==> src/rtl/inep_pkg.sv <==
package inep_pkg;

  typedef enum logic [1:0] {
    RSP_NONE  = 2'd0,
    RSP_DATA  = 2'd1,
    RSP_NAK   = 2'd2,
    RSP_STALL = 2'd3
  } rsp_e;

  // sticky flag: a set event beats a clear event in the same cycle
  function automatic logic flag_next(input logic set_ev, input logic clr_ev, input logic cur);
    return set_ev | (cur & ~clr_ev);
  endfunction

endpackage

==> src/rtl/inep_bank_mem.sv <==
module inep_bank_mem #(
  parameter int DEPTH = 64,
  parameter int DW    = 8,
  localparam int AW   = $clog2(DEPTH)
) (
  input  logic          clk,
  input  logic          wr_en,
  input  logic          wr_bank,
  input  logic [AW-1:0] wr_addr,
  input  logic [DW-1:0] wr_data,
  input  logic          rd_bank,
  input  logic [AW-1:0] rd_addr,
  output logic [DW-1:0] rd_data
);

  logic [DW-1:0] rd_word [2];

  for (genvar b = 0; b < 2; b++) begin : g_bank
    logic [DW-1:0] mem [DEPTH];
    always_ff @(posedge clk) begin
      if (wr_en && (wr_bank == 1'(b))) mem[wr_addr] <= wr_data;
    end
    assign rd_word[b] = mem[rd_addr];
  end

  assign rd_data = rd_word[rd_bank];

endmodule

==> src/rtl/inep_bank_ctl.sv <==
module inep_bank_ctl #(
  parameter int DEPTH  = 64,
  localparam int AW    = $clog2(DEPTH),
  localparam int LEN_W = $clog2(DEPTH + 1)
) (
  input  logic             clk,
  input  logic             rst_n,
  input  logic             byte_we,
  input  logic             cnt_we,
  input  logic [LEN_W-1:0] cnt_val,
  input  logic             free_evt,
  output logic             cnt_ok,
  output logic             fill_ok,
  output logic             fill_bank,
  output logic [AW-1:0]    fill_addr,
  output logic             head_bank,
  output logic [LEN_W-1:0] head_len,
  output logic [1:0]       armed
);

  logic [LEN_W-1:0] fill_ptr;
  logic [LEN_W-1:0] len_q [2];

  function automatic logic [LEN_W-1:0] clamp_len(input logic [LEN_W-1:0] v);
    return (v > LEN_W'(DEPTH)) ? LEN_W'(DEPTH) : v;
  endfunction

  assign cnt_ok    = cnt_we && (armed != 2'd2);
  assign fill_ok   = byte_we && (armed != 2'd2) && (fill_ptr < LEN_W'(DEPTH));
  assign fill_addr = fill_ptr[AW-1:0];
  assign head_len  = len_q[head_bank];

  always_ff @(posedge clk or negedge rst_n) begin
    if (!rst_n) begin
      fill_ptr  <= '0;
      fill_bank <= 1'b0;
      head_bank <= 1'b0;
      armed     <= 2'd0;
      len_q[0]  <= '0;
      len_q[1]  <= '0;
    end else begin
      if (cnt_ok) begin
        len_q[fill_bank] <= clamp_len(cnt_val);
        fill_bank        <= ~fill_bank;
        fill_ptr         <= '0;
      end else if (fill_ok) begin
        fill_ptr <= fill_ptr + 1'b1;
      end
      if (free_evt) head_bank <= ~head_bank;
      armed <= armed + {1'b0, cnt_ok} - {1'b0, free_evt};
    end
  end

endmodule

==> src/rtl/inep_tok_rsp.sv <==
module inep_tok_rsp
  import inep_pkg::*;
#(
  parameter int DEPTH  = 64,
  localparam int AW    = $clog2(DEPTH),
  localparam int LEN_W = $clog2(DEPTH + 1)
) (
  input  logic             clk,
  input  logic             rst_n,
  input  logic             tok_in,
  input  logic             ack,
  input  logic             timeout,
  input  logic             rd_step,
  input  logic             tog_clr,
  input  logic             dis,
  input  logic             stall,
  input  logic [1:0]       armed,
  input  logic [LEN_W-1:0] head_len,
  output logic             rsp_valid,
  output rsp_e             rsp_code,
  output logic [LEN_W-1:0] rsp_len,
  output logic             rsp_pid,
  output logic [AW-1:0]    rd_addr,
  output logic             free_evt,
  output logic             nak_evt,
  output logic             in_flight,
  output logic             pid
);

  rsp_e code_n;

  always_comb begin
    code_n = RSP_NONE;
    if (tok_in && !dis) begin
      if (stall)               code_n = RSP_STALL;
      else if (armed == 2'd0)  code_n = RSP_NAK;
      else                     code_n = RSP_DATA;
    end
  end

  assign free_evt = ack && in_flight;
  assign nak_evt  = (code_n == RSP_NAK);

  always_ff @(posedge clk or negedge rst_n) begin
    if (!rst_n) begin
      rsp_valid <= 1'b0;
      rsp_code  <= RSP_NONE;
      rsp_len   <= '0;
      rsp_pid   <= 1'b0;
      rd_addr   <= '0;
      in_flight <= 1'b0;
      pid       <= 1'b0;
    end else begin
      rsp_valid <= (code_n != RSP_NONE);
      rsp_code  <= code_n;
      rsp_len   <= (code_n == RSP_DATA) ? head_len : '0;
      rsp_pid   <= (code_n == RSP_DATA) ? pid : 1'b0;
      if (code_n == RSP_DATA) rd_addr <= '0;
      else if (rd_step)       rd_addr <= rd_addr + 1'b1;
      if (ack || timeout)     in_flight <= 1'b0;
      if (code_n == RSP_DATA) in_flight <= 1'b1;
      if (tog_clr)            pid <= 1'b0;
      else if (free_evt)      pid <= ~pid;
    end
  end

endmodule

==> src/rtl/inep_dualbank.sv <==
module inep_dualbank
  import inep_pkg::*;
#(
  parameter int DEPTH  = 64,
  parameter int DW     = 8,
  localparam int AW    = $clog2(DEPTH),
  localparam int LEN_W = $clog2(DEPTH + 1)
) (
  input  logic             clk,
  input  logic             rst_n,
  input  logic             cpu_byte_we,
  input  logic [DW-1:0]    cpu_byte,
  input  logic             cpu_cnt_we,
  input  logic [LEN_W-1:0] cpu_cnt,
  input  logic             cpu_ctl_we,
  input  logic             cpu_stall,
  input  logic             cpu_disable,
  input  logic             cpu_tog_clr,
  input  logic             cpu_bav_w1c,
  input  logic             cpu_nak_w1c,
  output logic             bav_flag,
  output logic             nak_flag,
  output logic             stall_q,
  output logic             disable_q,
  output logic             data_pid,
  input  logic             usb_in_tok,
  input  logic             usb_ack,
  input  logic             usb_timeout,
  input  logic             usb_rd,
  output logic             rsp_valid,
  output logic [1:0]       rsp_code,
  output logic [LEN_W-1:0] rsp_len,
  output logic             rsp_pid,
  output logic [DW-1:0]    tx_byte
);

  logic             cnt_ok, fill_ok, fill_bank, head_bank;
  logic [AW-1:0]    fill_addr, rd_addr;
  logic [LEN_W-1:0] head_len;
  logic [1:0]       armed;
  logic             free_evt, nak_evt, in_flight, pid;
  rsp_e             rsp_q;
  logic             bav_set, bav_clr;

  inep_bank_ctl #(.DEPTH(DEPTH)) i_ctl (
    .clk(clk), .rst_n(rst_n),
    .byte_we(cpu_byte_we), .cnt_we(cpu_cnt_we), .cnt_val(cpu_cnt),
    .free_evt(free_evt),
    .cnt_ok(cnt_ok), .fill_ok(fill_ok), .fill_bank(fill_bank), .fill_addr(fill_addr),
    .head_bank(head_bank), .head_len(head_len), .armed(armed)
  );

  inep_bank_mem #(.DEPTH(DEPTH), .DW(DW)) i_mem (
    .clk(clk),
    .wr_en(fill_ok), .wr_bank(fill_bank), .wr_addr(fill_addr), .wr_data(cpu_byte),
    .rd_bank(head_bank), .rd_addr(rd_addr), .rd_data(tx_byte)
  );

  inep_tok_rsp #(.DEPTH(DEPTH)) i_rsp (
    .clk(clk), .rst_n(rst_n),
    .tok_in(usb_in_tok), .ack(usb_ack), .timeout(usb_timeout), .rd_step(usb_rd),
    .tog_clr(cpu_tog_clr), .dis(disable_q), .stall(stall_q),
    .armed(armed), .head_len(head_len),
    .rsp_valid(rsp_valid), .rsp_code(rsp_q), .rsp_len(rsp_len), .rsp_pid(rsp_pid),
    .rd_addr(rd_addr), .free_evt(free_evt), .nak_evt(nak_evt),
    .in_flight(in_flight), .pid(pid)
  );

  assign rsp_code = rsp_q;
  assign data_pid = pid;

  // arming the first of two banks keeps a bank free, so the flag reappears at once
  assign bav_set = free_evt || (cnt_ok && (armed == 2'd0));
  assign bav_clr = cnt_ok || cpu_bav_w1c;

  always_ff @(posedge clk or negedge rst_n) begin
    if (!rst_n) begin
      bav_flag  <= 1'b1;
      nak_flag  <= 1'b0;
      stall_q   <= 1'b0;
      disable_q <= 1'b0;
    end else begin
      bav_flag <= flag_next(bav_set, bav_clr, bav_flag);
      nak_flag <= flag_next(nak_evt, cpu_nak_w1c, nak_flag);
      if (cpu_ctl_we) begin
        stall_q   <= cpu_stall;
        disable_q <= cpu_disable;
      end
    end
  end

endmodule

==> config.mk <==
export PLATFORM = sky130hd
export DESIGN_NAME = inep_dualbank
export DESIGN_NICKNAME = d
export VERILOG_FILES = /design/src/rtl/inep_pkg.sv /design/src/rtl/inep_bank_mem.sv /design/src/rtl/inep_bank_ctl.sv /design/src/rtl/inep_tok_rsp.sv /design/src/rtl/inep_dualbank.sv
export SDC_FILE = /design/constraint.sdc
export NUM_CORES = 1
export LEC_CHECK = 0
export BUFFER_PORTS_ARGS = -buffer_cell sky130_fd_sc_hd__buf_2
export CAP_MARGIN = 40
export CORE_MARGIN = 2
export CORE_UTILIZATION = 45
export DETAILED_ROUTE_END_ITERATION = 10
export GPL_ROUTABILITY_DRIVEN = 0
export HOLD_SLACK_MARGIN = 0.08
export PLACE_DENSITY_LB_ADDON = 0.12
export REMOVE_ABC_BUFFERS = 1
export SETUP_SLACK_MARGIN = 0.05
export SLEW_MARGIN = 0
export SYNTH_ARGS = -nofsm -noshare
export SYNTH_HDL_FRONTEND = slang
export SYNTH_HIERARCHICAL = 1
export SYNTH_SLANG_ARGS = --single-unit
==> constraint.sdc <==
create_clock -name clk -period 4.1 [get_ports clk]
set_input_delay 1.025 -clock clk [delete_from_list [all_inputs] [get_ports clk]]
set_output_delay 1.025 -clock clk [all_outputs]
set_load 0.01 [all_outputs]
# ---- Yosys cells after proc, flatten, opt, wreduce, memory -nomap -nowiden
# Memory sizes are Yosys's and may differ from the RTL's.
# Index checks and enable logic that the tools add are counted.
dict set report word_totals {
  input_bits 29
  ff_bits 48
  latch_bits 0
  mem_bits_ro 0
  output_inout_bits 24
  ram_bits 1024
  memories 2
}
dict set report op_classes {
  reduce_logical 19
  n_div 0
  mul 0
  shift 0
  muxes 27
  eq_ne 3
  add_sub_neg 4
  magnitude_cmp 5
  bitwise 11
}
# name depth width read_ports rd_ports_with_merged_regs wr line_no
set memory_table {}
lappend memory_table {{i_mem.g_bank[0].mem} 64 8 1 0 1 inep_bank_mem.sv:19} ;# logic [DW-1:0] mem [DEPTH];
lappend memory_table {{i_mem.g_bank[1].mem} 64 8 1 0 1 inep_bank_mem.sv:19}
# cell count
set op_table {}
lappend op_table {{7-bit two-way mux} 8}
lappend op_table {{8-bit two-way mux} 3}
lappend op_table {{14-bit bitwise mux} 1}
lappend op_table {{6-bit two-way mux} 2}
lappend op_table {{2-bit nonzero test} 5}
lappend op_table {{1-bit logical AND} 9}
lappend op_table {{1-bit two-way mux} 9}
lappend op_table {{7-bit by 1-bit adder with 7-bit output, second input constant} 1}
lappend op_table {{7-bit demux with 1-bit select} 1}
lappend op_table {{7-bit greater-than comparator, second input constant} 1}
lappend op_table {{7-bit less-than comparator, second input constant} 1}
lappend op_table {{6-bit by 1-bit adder with 6-bit output, second input constant} 1}
lappend op_table {{2-bit two-way mux} 3}
lappend op_table {{1-bit NOT} 5}
lappend op_table {{2-bit greater-or-equal comparator, second input constant} 2}
lappend op_table {{1-bit NOT with 2-bit output} 2}
lappend op_table {{1-bit logical OR} 3}
lappend op_table {{2-bit by 1-bit adder with 2-bit output} 1}
lappend op_table {{1-bit AND} 2}
lappend op_table {{2-bit by 1-bit equality test with 1-bit output, second input constant} 1}
lappend op_table {{2-bit equality test, second input constant} 1}
lappend op_table {{2-bit logical NOT} 1}
lappend op_table {{2-bit by 1-bit less-than comparator with 1-bit output, second input constant} 1}
lappend op_table {{2-bit != test, second input constant} 1}
lappend op_table {{other kinds (3)} 4}

# ---- Depth between registers and ports, before layout
dict set report depth {
  ltp_word 6
  mapped_depth 8
}

# ---- Modules after synthesis
# The synthesis kept the hierarchy.
# module n_inst seq_area_each_um2 area_per_inst_um2 cells_per_inst
set modules_own_cells {}
lappend modules_own_cells {inep_bank_mem 1 30749.5 39542.9 1634}
lappend modules_own_cells {inep_bank_ctl 1 625.6 1315.0 98}
lappend modules_own_cells {inep_tok_rsp 1 475.5 737.0 60}
lappend modules_own_cells {inep_dualbank 1 101.3 155.1 11}

# ---- Worst setup path before layout
# OpenSTA, ideal clock, no wires.
dict set report synth_path {
  kind {register to output}
  from {reg i_rsp.rd_addr[0]}
  to {out tx_byte[0]}
  setup_slack_ns 0.209
  path_stages_with_launch 7
  n_path_buf 2
  t_arrival_ns 2.866
  cell_sequence {dfrtp_1 clkbuf_1 buf_1 mux4_2 mux4_2 mux4_2 mux2_2}
}
dict set report synth_between {
  elab_chain_cells 4
}
# item line_no
set synth_rtl {}
lappend synth_rtl {{from (decl)} inep_tok_rsp.sv:23} ;# output logic [AW-1:0] rd_addr,
lappend synth_rtl {{from (signal assigned)} inep_tok_rsp.sv:59} ;# else if (rd_step) rd_addr <= rd_addr + 1'b1;
lappend synth_rtl {{memory 64 x 8 bit} --}
lappend synth_rtl {{8-bit two-way mux (implied by the code) (*) (3 in a row)} inep_bank_mem.sv:26} ;# assign rd_data = rd_word[rd_bank];
lappend synth_rtl {{to (decl)} inep_dualbank.sv:34} ;# output logic [DW-1:0] tx_byte
# Every way passes the cells marked *; elsewhere a longest branch is shown, timed or not. The select of a mux whose other input is x is not followed.

# ---- Worst setup path in the final report
dict set report layout_path {
  from {reg i_rsp.rd_addr[0]}
  to {out tx_byte[5]}
}
# The elaborated chain is that of the path after synthesis.

==> impl_metrics.tcl <==
set metrics [dict create \
    status "complete, but fails checks" \
    violations "negative setup slack" \
    hold_viol_final 0 \
    ys_types 47 \
    grt_pass1_vias 20300 \
    power.share.sequential 0.400 \
    power_frac_clock 0.313 \
    r2r-start "i_ctl/fill_ptr[4]" \
    cts_buffer_depth 3 \
    cts_buffers 112 \
    num_io_pins 53 \
    cp.arrival_ps 3780 \
    grt_max_degree 129 \
    place_inst 3204 \
    fin_skew_ps 30.5 \
    wire_per_inst_um 28.8 \
    reg2reg_slack_ps 1280 \
    fmax_mhz 208 \
    h-tree-depth 3 \
    hpwl_um 62200 \
    drt_first_iter_violations 1942 \
    critPathLaunchType "register" \
    holdWs_ps 316 \
    antenna_found_initial 9 \
    synth_seq_area_share 0.765 \
    area_delta_synth_final_pct 17.6 \
    antennaDiodeCount 0 \
    viasPerCell 5.69 \
    vias 19500 \
    synthTopCellsByArea "edfxtp_1 74%, mux4_2 18%, dfrtp_1 2.8%" \
    worstMarginPinSlew_ps 876 \
    rsz0062_at_grt "true" \
    fin_ws_ps -708 \
    root_buffer "clkbuf_16" \
    cts_num_sinks 1072 \
    powerDensity_mw_per_mm2 633 \
    syn_avg_cell_area_um2 23.2 \
    reg2regPathDepth 4 \
    finalNetCount 2130 \
    fill_cells 6984 \
    setup_viol 8 \
    yosys.area.top_type "edfxtp_1" \
    hold_path_class "in -> async" \
    synth.most_common_cell "edfxtp_1" \
    rr_endpoint "i_mem/g_bank[0].mem[21][0]" \
    tns_ps -5520 \
    holdBufCountCts 0 \
    cp-end-kind "primary output" \
    p_int_mw 22.5 \
    grt_pass1_wl_um 143000 \
    p_total_mw 31.1 \
    fp.dieW_um 309 \
    cp_max_fo 6 \
    synth_edf_count 1024 \
    power.switching_mw 8.60 \
    start_util 0.455 \
    required_ps 3070 \
    fin_crit_ps 4810 \
    total_leakage_power_nw 15.9 \
    insertion_delay_ps 700 \
    criticalPathCategory "reg -> out" \
    netlist_area_mm2 0.0418 \
    core_mm2 0.0918 \
    synth_top_cells_by_count "1024 x edfxtp_1, 336 x mux4_2, 150 x nor2_1, 47 x clkbuf_1, 47 x dfrtp_1" \
    irDropWorstVdd_v 0.000397 \
    num_rows 111 \
    comb_power_share 0.287 \
    place_area_mm2 0.0451 \
    ant_nets 0 \
    p_sw_frac 0.276 \
    synthFlopType "edfxtp_1" \
    synth_top_area_frac 0.737 \
    ys_seq_elements 1072 \
    port_buffers 52 \
    fp.dieH_um 309 \
    drive_gt1_frac 0.375 \
    track_usage 0.212 \
    final_cell_area_mm2 0.0491 \
    drcViolationCount 0 \
    overflow 0 \
    die_area_mm2 0.0952 \
    multi_input_area_mm2 0.00927 \
    ff_latch_area_mm2 0.0320 \
    path_clk_slew_ps 60 \
    first_pass_iters 6 \
    cts_tree "yes" \
    drt-total-wl_um 98600 \
    relSlewSlack 0.414 \
    maxCapViolCount 0 \
    synth-async-reset-ratio 0.0448 \
    synth_warnings 6 \
    fin_cells 3430 \
    slew_violations 0 \
    synthCells 1803 \
    finalCritPeriodShare 1.17 \
]
-- placed cells by master, fill, tap and decap left out, types with 10 or more instances in the layout --
master,netlist,final
clkinv_2,0,23
and2_1,10,10
nand2_1,17,17
mux2_4,7,12
dfrtp_1,47,43
clkinv_1,0,21
buf_4,19,182
mux4_2,336,336
buf_6,2,11
clkbuf_1,47,28
inv_1,16,16
buf_16,0,13
buf_12,0,30
buf_2,13,40
edfxtp_1,1024,1024
mux2_2,24,19
nor2_1,150,150
clkbuf_16,0,115
-- flip-flops by register name, summed over array words and instances (netlist names), 2 cells and up --
register / count
i_ctl/len_q: 14
i_rsp/rsp_code: 2
i_rsp/rd_addr: 6
i_ctl/fill_ptr: 7
i_rsp/rsp_len: 7
i_mem/g_bank.mem: 1024
i_ctl/armed: 2
-- through the flow --
stage / setup WS (ps) / util
5_1_grt: -772 / 0.535
3_3_place_gp: -192 / 0.490
2_1_floorplan: -8570 / -
3_5_place_dp: -168 / 0.491
6_report: -708 / 0.535
4_1_cts: -766 / 0.534
-- power groups by stage --
stage / combinational [mW] / clock [mW] / sequential [mW]
finish: 8.92 / 9.72 / 12.4
floorplan: 4.14 / 0 / 13.3
global route: 9.39 / 10.3 / 12.5
global placement: 8.33 / 0 / 12.7
CTS: 8.98 / 9.92 / 12.4
detailed placement: 8.36 / 0 / 12.7
-- critical path: stages, from the launching register on --
cell     delay (ps)
dfrtp_4         460
buf_12          170
buf_16          160
buf_12          120
mux4_2          530
mux4_2          570
mux4_2          600
mux2_4          330
buf_6           130
-- cell type report --
type,count,area share
clock buffers,144,0.0606
clock inverters,60,0.0110
inverters,16,0.00122
multi-input cells,616,0.189
flip-flops and latches,1072,0.651
well taps,1243,0.0317
repair buffers,279,0.0553
-- what timing repair did --
item                       4_1_cts  5_1_grt
setup endpoints to repair        8        8
cloned                           6        2
setup buffers                   12        4
resized for setup               31        5
-- logic make-up after synthesis --
kind of cell,after synthesis,synth area share
AO/OA/AOI/OAI,8,0.00156
XOR/XNOR,13,0.00273
adder cells (fa/ha/maj),4,0.00120
buffers and inverters,115,0.0131
flip-flops,1072,0.765
multiplexers,368,0.190
AND/OR/NAND/NOR,223,0.0257
-- worst max path at each step --
stage,start,endpoint,slack [ps],cells after the start
6_report,i_rsp/rd_addr[0],tx_byte[5],-710,8
5_1_grt,i_rsp/rd_addr[0],tx_byte[0],-770,8
4_1_cts,i_rsp/rd_addr[0],tx_byte[0],-770,8
3_5_place_dp,i_rsp/rd_addr[0],tx_byte[0],-170,7
3_3_place_gp,i_rsp/rd_addr[0],tx_byte[0],-190,7
2_1_floorplan,i_rsp/rd_addr[0],tx_byte[0],-8570,4
-- metal layers --
metal  track usage  vias up  share of wire
li1              -     8174              -
met1         0.294    10500           0.41
met2         0.343      713           0.49
met3        0.0410      153          0.067
met4        0.0641        4          0.028
met5             0        -        0.00026
Power figures use the tool's default switching activity.
